<file path="src/rtl/spi_be_pkg.sv">
package spi_be_pkg;
   localparam int B_PHA  = 0;
   localparam int B_POL  = 1;
   localparam int B_SPOL = 2;
   localparam int B_IDX  = 4;
   localparam int B_MAN  = 6;
   localparam int B_MLVL = 7;
   localparam int B_DROP = 8;
   localparam int B_LSB  = 12;
   localparam int B_GO   = 31;

   typedef struct packed {
      logic       lsb;
      logic       drop;
      logic       mlvl;
      logic       man;
      logic [1:0] idx;
      logic       spol;
      logic       pol;
      logic       pha;
   } xfer_cfg_t;

   function automatic xfer_cfg_t cfg_from_word(input logic [31:0] w);
      xfer_cfg_t c;
      c.pha  = w[B_PHA];
      c.pol  = w[B_POL];
      c.spol = w[B_SPOL];
      c.idx  = w[B_IDX+1:B_IDX];
      c.man  = w[B_MAN];
      c.mlvl = w[B_MLVL];
      c.drop = w[B_DROP];
      c.lsb  = w[B_LSB];
      return c;
   endfunction

   function automatic logic [31:0] word_from_cfg(input xfer_cfg_t c, input logic busy);
      logic [31:0] w;
      w = '0;
      w[B_PHA]           = c.pha;
      w[B_POL]           = c.pol;
      w[B_SPOL]          = c.spol;
      w[B_IDX+1:B_IDX]   = c.idx;
      w[B_MAN]           = c.man;
      w[B_MLVL]          = c.mlvl;
      w[B_DROP]          = c.drop;
      w[B_LSB]           = c.lsb;
      w[B_GO]            = busy;
      return w;
   endfunction
endpackage

</file>
<file path="src/rtl/spi_be_shifter.sv">
module spi_be_shifter #(
   parameter int WORD_W = 8
) (
   input  logic              clk,
   input  logic              rst_n,
   input  logic              tick,
   input  logic              pha,
   input  logic              pol,
   input  logic              lsb,
   input  logic              load,
   input  logic [WORD_W-1:0] load_data,
   input  logic              miso,
   output logic              active,
   output logic              word_done,
   output logic [WORD_W-1:0] rx_word,
   output logic              sclk,
   output logic              mosi
);
   localparam int EDGES = 2 * WORD_W;
   localparam int EW    = $clog2(EDGES);

   logic [EW-1:0]     edge_q;
   logic              lvl_q, active_q, mosi_q, done_q;
   logic [WORD_W-1:0] tx_sh, rx_sh;

   wire fire      = active_q & tick;
   wire is_sample = (edge_q[0] == pha);
   wire last      = (edge_q == EW'(EDGES - 1));
   wire cur_bit   = lsb ? tx_sh[0] : tx_sh[WORD_W-1];

   always_ff @(posedge clk or negedge rst_n) begin
      if (!rst_n) begin
         edge_q   <= '0;
         lvl_q    <= 1'b0;
         active_q <= 1'b0;
         mosi_q   <= 1'b0;
         done_q   <= 1'b0;
         tx_sh    <= '0;
         rx_sh    <= '0;
      end else begin
         done_q <= 1'b0;
         if (load && !active_q) begin
            active_q <= 1'b1;
            tx_sh    <= load_data;
            edge_q   <= '0;
         end else if (fire) begin
            lvl_q  <= ~lvl_q;
            edge_q <= last ? '0 : edge_q + 1'b1;
            if (is_sample) begin
               rx_sh <= lsb ? {miso, rx_sh[WORD_W-1:1]} : {rx_sh[WORD_W-2:0], miso};
            end else begin
               if (pha) mosi_q <= cur_bit;
               tx_sh <= lsb ? (tx_sh >> 1) : (tx_sh << 1);
            end
            if (last) begin
               active_q <= 1'b0;
               done_q   <= 1'b1;
            end
         end
      end
   end

   assign active    = active_q;
   assign word_done = done_q;
   assign rx_word   = rx_sh;
   assign sclk      = pol ^ lvl_q;
   assign mosi      = pha ? mosi_q : cur_bit;


   sclk_hold_chk: assert property (@(posedge clk) disable iff (!rst_n)
      (active_q && !tick) |=> $stable(sclk));

   sclk_rest_chk: assert property (@(posedge clk) disable iff (!rst_n)
      !active_q |-> (sclk == pol));
endmodule

</file>
<file path="src/rtl/spi_be_select.sv">
module spi_be_select #(
   parameter int NUM_CS = 4,
   localparam int IW    = $clog2(NUM_CS)
) (
   input  logic [IW-1:0]     idx,
   input  logic              spol,
   input  logic              man,
   input  logic              mlvl,
   input  logic              busy,
   output logic [NUM_CS-1:0] cs
);
   logic sel_lvl;
   assign sel_lvl = man ? mlvl : (busy ? ~spol : spol);

   for (genvar i = 0; i < NUM_CS; i++) begin : g_line
      assign cs[i] = (idx == IW'(i)) ? sel_lvl : spol;
   end
endmodule

</file>
<file path="src/rtl/spi_burst_engine.sv">
module spi_burst_engine
   import spi_be_pkg::*;
#(
   parameter int CNT_W  = 24,
   parameter int NUM_CS = 4,
   parameter int WORD_W = 8
) (
   input  logic              clk,
   input  logic              rst_n,
   input  logic              ctrl_we,
   input  logic [31:0]       ctrl_wdata,
   output logic [31:0]       ctrl_rdata,
   input  logic [CNT_W-1:0]  burst_len,
   input  logic [CNT_W-1:0]  tx_len,
   input  logic              tick,
   input  logic              tx_empty,
   input  logic [WORD_W-1:0] tx_data,
   output logic              tx_pop,
   output logic              rx_push,
   output logic [WORD_W-1:0] rx_data,
   output logic              sclk,
   output logic              mosi,
   input  logic              miso,
   output logic [NUM_CS-1:0] cs_out,
   output logic              done
);
   localparam int IW = $clog2(NUM_CS);

   if (WORD_W != 8) begin : g_bad_word
      $error("WORD_W must be 8");
   end
   if (CNT_W < 1 || CNT_W > 24) begin : g_bad_cnt
      $error("CNT_W must be 1..24");
   end
   if (NUM_CS < 2 || NUM_CS > 4) begin : g_bad_cs
      $error("NUM_CS must be 2..4");
   end

   xfer_cfg_t        cfg_q;
   logic             busy_q, done_q;
   logic [CNT_W-1:0] left_q, txleft_q;
   logic             sh_active, sh_done;
   logic [WORD_W-1:0] sh_rx;

   wire start     = ctrl_we & ~busy_q & ctrl_wdata[B_GO];
   wire want      = busy_q & ~sh_active & (left_q != '0);
   wire from_fifo = (txleft_q != '0);
   wire load      = want & (~from_fifo | ~tx_empty);
   wire finish    = busy_q & ~sh_active & ~sh_done & (left_q == '0);

   always_ff @(posedge clk or negedge rst_n) begin
      if (!rst_n) begin
         cfg_q    <= '0;
         busy_q   <= 1'b0;
         done_q   <= 1'b0;
         left_q   <= '0;
         txleft_q <= '0;
      end else begin
         done_q <= 1'b0;
         if (ctrl_we && !busy_q) cfg_q <= cfg_from_word(ctrl_wdata);
         if (start) begin
            busy_q   <= 1'b1;
            left_q   <= burst_len;
            txleft_q <= tx_len;
         end else if (load) begin
            left_q <= left_q - 1'b1;
            if (from_fifo) txleft_q <= txleft_q - 1'b1;
         end else if (finish) begin
            busy_q <= 1'b0;
            done_q <= 1'b1;
         end
      end
   end

   spi_be_shifter #(.WORD_W(WORD_W)) u_shift (
      .clk       (clk),
      .rst_n     (rst_n),
      .tick      (tick),
      .pha       (cfg_q.pha),
      .pol       (cfg_q.pol),
      .lsb       (cfg_q.lsb),
      .load      (load),
      .load_data (from_fifo ? tx_data : '0),
      .miso      (miso),
      .active    (sh_active),
      .word_done (sh_done),
      .rx_word   (sh_rx),
      .sclk      (sclk),
      .mosi      (mosi)
   );

   spi_be_select #(.NUM_CS(NUM_CS)) u_sel (
      .idx  (cfg_q.idx[IW-1:0]),
      .spol (cfg_q.spol),
      .man  (cfg_q.man),
      .mlvl (cfg_q.mlvl),
      .busy (busy_q),
      .cs   (cs_out)
   );

   assign tx_pop     = load & from_fifo;
   assign rx_push    = sh_done & ~cfg_q.drop;
   assign rx_data    = sh_rx;
   assign done       = done_q;
   assign ctrl_rdata = word_from_cfg(cfg_q, busy_q);


   pop_nonempty_chk: assert property (@(posedge clk) disable iff (!rst_n)
      tx_pop |-> !tx_empty);

   push_in_burst_chk: assert property (@(posedge clk) disable iff (!rst_n)
      rx_push |-> busy_q);

   done_clears_chk: assert property (@(posedge clk) disable iff (!rst_n)
      done |-> (!ctrl_rdata[B_GO] && $past(busy_q)));

   cfg_frozen_chk: assert property (@(posedge clk) disable iff (!rst_n)
      (busy_q && $past(busy_q)) |-> $stable(ctrl_rdata));
endmodule

</file>
<file path="config.mk">
export PLATFORM = sky130hd
export DESIGN_NAME = spi_burst_engine
export DESIGN_NICKNAME = d
export VERILOG_FILES = /design/src/rtl/spi_be_pkg.sv /design/src/rtl/spi_be_shifter.sv /design/src/rtl/spi_be_select.sv /design/src/rtl/spi_burst_engine.sv
export SDC_FILE = /design/constraint.sdc
export NUM_CORES = 1
export LEC_CHECK = 0
export ABC_AREA = 1
export CELL_PAD_IN_SITES_DETAIL_PLACEMENT = 0
export CELL_PAD_IN_SITES_GLOBAL_PLACEMENT = 1
export CORE_MARGIN = 2
export CORE_UTILIZATION = 38
export DETAILED_ROUTE_END_ITERATION = 12
export HOLD_SLACK_MARGIN = 0.06
export PLACE_DENSITY_LB_ADDON = 0.3
export SLEW_MARGIN = 0
export SYNTH_ARGS = -nofsm -noshare
export SYNTH_HDL_FRONTEND = slang
export SYNTH_SLANG_ARGS = --single-unit
</file>
<file path="constraint.sdc">
create_clock -name clk -period 5.2 [get_ports clk]
set_input_delay 1.04 -clock clk [delete_from_list [all_inputs] [get_ports clk]]
set_output_delay 1.04 -clock clk [all_outputs]
set_load 0.02 [all_outputs]
</file>
==> qor.yml <==
status:
  status: "complete, no violations"
timing:
  fin_setup_tns_ns: 0
  finClkSkew_ns: 0.00879
  hold_viol: 0
  rsz0062_at_grt: "no"
  finalCritPeriodShare_pct: 74.0
  max_freq_mhz: 260
  drv_slew: 0
  maxSlewHeadroom_pct: 36.1
  holdWs_ns: 0.460
  tightest_slew_ns: 0.957
  period_needed_ns: 3.85
  setup_viol: 0
clock_network:
  cts_resized: 0
  cts_buffer_depth: 2
  clock_latency_ns: 0.35
  cts_setup_buffers: 0
  hold_buffers: 0
  cts_tree: "built"
  clkTransAtPathRegs_ns: 0.06
  cts_buffers: 9
  h-tree-depth: 3
  clock-sinks: 83
  clockRootBuffer: "clkbuf_16"
synth:
  synth_cell_types: 36
  synth_area_um2: 5760
  avgSynthCellArea_um2: 6.60
  synthCells: 872
  synth-main-ff-cell: "dfrtp_1"
  synth.most_common_cell: "nand2_1"
  yosysTopAreaCell: "dfrtp_1"
  synth_area_leaders: "dfrtp_1, nand2_1, nand3_1, nor2_1, buf_4"
  synth_top_cell_area_share_pct: 36.1
  ys_ff_latch: 83
  yosysWarnings: 0
  synthTopCellsByCount: "nand2_1, nor2_1, nand3_1"
  seq_area_frac_synth_pct: 36.1
  synth_edf_count: 0
  async_flop_share_pct: 100
cells_and_area:
  fin_nets: 1045
  fillers: 1499
  final_cells: 1136
  antenna_cells: 0
  fin_util_pct: 47.8
  layout-drive-gt1-share_pct: 5.99
  area_growth_pct: 21.6
hold_path:
  hp-class: "reg -> reg"
  whs_path_depth: 1
  worstHoldEndpoint: "done"
  hold_path_startpoint: "u_shift.word_done"
place:
  numPortBuffers: 98
  gp_congestion: 0.792
  dp_cells: 1121
  hpwlAfterDp_um: 10300
floorplan:
  rows: 44
  dieArea_um2: 16200
  die_w_um: 127
  start_util_pct: 39.3
  placeableCoreArea_um2: 14600
  die_y_um: 127
  io_pins: 143
routing:
  viasPerCell: 4.85
  drcViolationCount: 0
  drtAntennaViolNets: 0
  wl_per_cell_um: 12.9
  wl_um: 14600
  vias: 5507
  dr.pass1.iters: 5
  first_iter_violations: 369
critical_path:
  max_stage_delay_ns: 0.61
  worstPathRequired_ns: 4.16
  reg2regPathDepth: 12
  setup.worst_path.end_class: "primary output"
  slowest_stage: "clkdlybuf4s50_1"
  setup.worst_path.start_class: "flip-flop"
  ff2ff_setup_slack_ns: 2.56
  reg2reg_to: "left_q[13]"
  crit_path_max_fanout: 26
  path_class: "reg -> out"
  critPathArrivalTime_ns: 2.81
  crit_start: "txleft_q[0]"
  r2r_start: "left_q[0]"
  crit_path_cell_trace: "inv_1 > ha_1 > nand2_2 > nor2_4 > nand3_4 > nand2_8 > nand3_4 > inv_1 > clkdlybuf4s50_1"
global_routing:
  grt-ovfl-total: 0
  grt_pass1_vias: 5113
  antenna_found_initial: 0
  grt_pass1_wl_um: 24700
  track_usage_pct: 18.9
  grt_max_degree: 67
power_and_ir_drop:
  power_leakage_nw: 3.59
  ir_worst_vdd_uv: 188
  powerDensity_nw_per_um2: 507
job:
  cap_viol_max_count: 0
[how the worst max path moves through the flow]
stage | endpoint | slack (ns) | cells past startpoint
floorplan | tx_pop | 2.51 | 9
global placement | tx_pop | 1.40 | 5
detailed placement | tx_pop | 1.41 | 5
CTS | tx_pop | 1.29 | 9
global route | tx_pop | 1.15 | 9
finish | tx_pop | 1.35 | 9
[power by group]
group	total, W	switching (W)	internal [W]
Sequential	0.00108	0.000222	0.000854
Clock	0.000664	0.000269	0.000395
Combinational	0.00181	0.00114	0.000670
[metal layers]
layer / part of all wire [%] / vias to the layer above / global-route usage [%]
met2: 44 / 128 / 29.7
met3: 3.3 / 16 / 2.55
met4: 1.5 / 0 / 7.11
met1: 51 / 2500 / 26.6
met5: 0 / - / 0
li1: - / 2863 / -
[per-stage QoR]
step	instance area [um^2]	total power (W)	setup WS, ns
6_report	7000	0.00355	1.35
5_1_grt	7000	0.00390	1.15
4_1_cts	7000	0.00358	1.29
3_5_place_dp	6700	0.00290	1.41
3_3_place_gp	6700	0.00289	1.40
2_1_floorplan	5840	0.00245	2.51
[cell type report]
class,count,area [um^2],share of cell area [%]
multi-input cells,686,3140,44.8
clock buffers,11,253,3.61
repair buffers,101,1000,14.3
inverters,67,254,3.63
well taps,184,230,3.29
clock inverters,4,50.0,0.715
flip-flops and latches,83,2080,29.7
[cell usage in the layout, fill, tap and decap left out, types with 3 or more instances in the layout]
master,netlist,layout
nand2_2,4,4
o21ai_0,36,36
nor2_4,3,3
mux2_2,9,9
inv_1,64,63
a21oi_1,24,24
clkbuf_16,0,9
o21ai_1,11,11
conb_1,1,22
nand2_1,329,329
or2_2,4,4
ha_1,3,3
xor2_1,6,6
nand4_1,9,9
dfrtp_1,83,83
xnor2_1,4,4
buf_4,32,4
nand3b_1,5,5
o21bai_1,6,6
nor2_2,6,6
nand3_1,90,89
inv_2,2,3
nor2_1,102,102
nand2_4,3,3
clkdlybuf4s50_1,0,97
[worst max-delay path: cells and delay by family, from the launching register on]
kind / cells / cell delay, ns
simple gates: 5 / 0.94
buf+inv: 3 / 0.82
fa+ha+maj: 1 / 0.29
flops: 1 / 0.39
[kinds of logic after synthesis]
logic type	share of synthesized area, %
other	0.0651
buffers and inverters	10.9
DFF	36.1
muxes	1.93
and+or+nand+nor	41.6
AOI/OAI and AO/OA	7.30
xor gates and xnor gates	1.52
adders and majority gates	0.652
[registers in the layout, indices dropped and copies added (netlist names)]
name and count:
left_q 24, txleft_q 24, ctrl_rdata 9, u_shift.rx_word 8, u_shift.tx_sh 8, u_shift.edge_q 4, busy_q 1, done 1
u_shift.active 1, u_shift.lvl_q 1, u_shift.mosi_q 1, u_shift.word_done 1
Power figures use the tool's default switching activity.
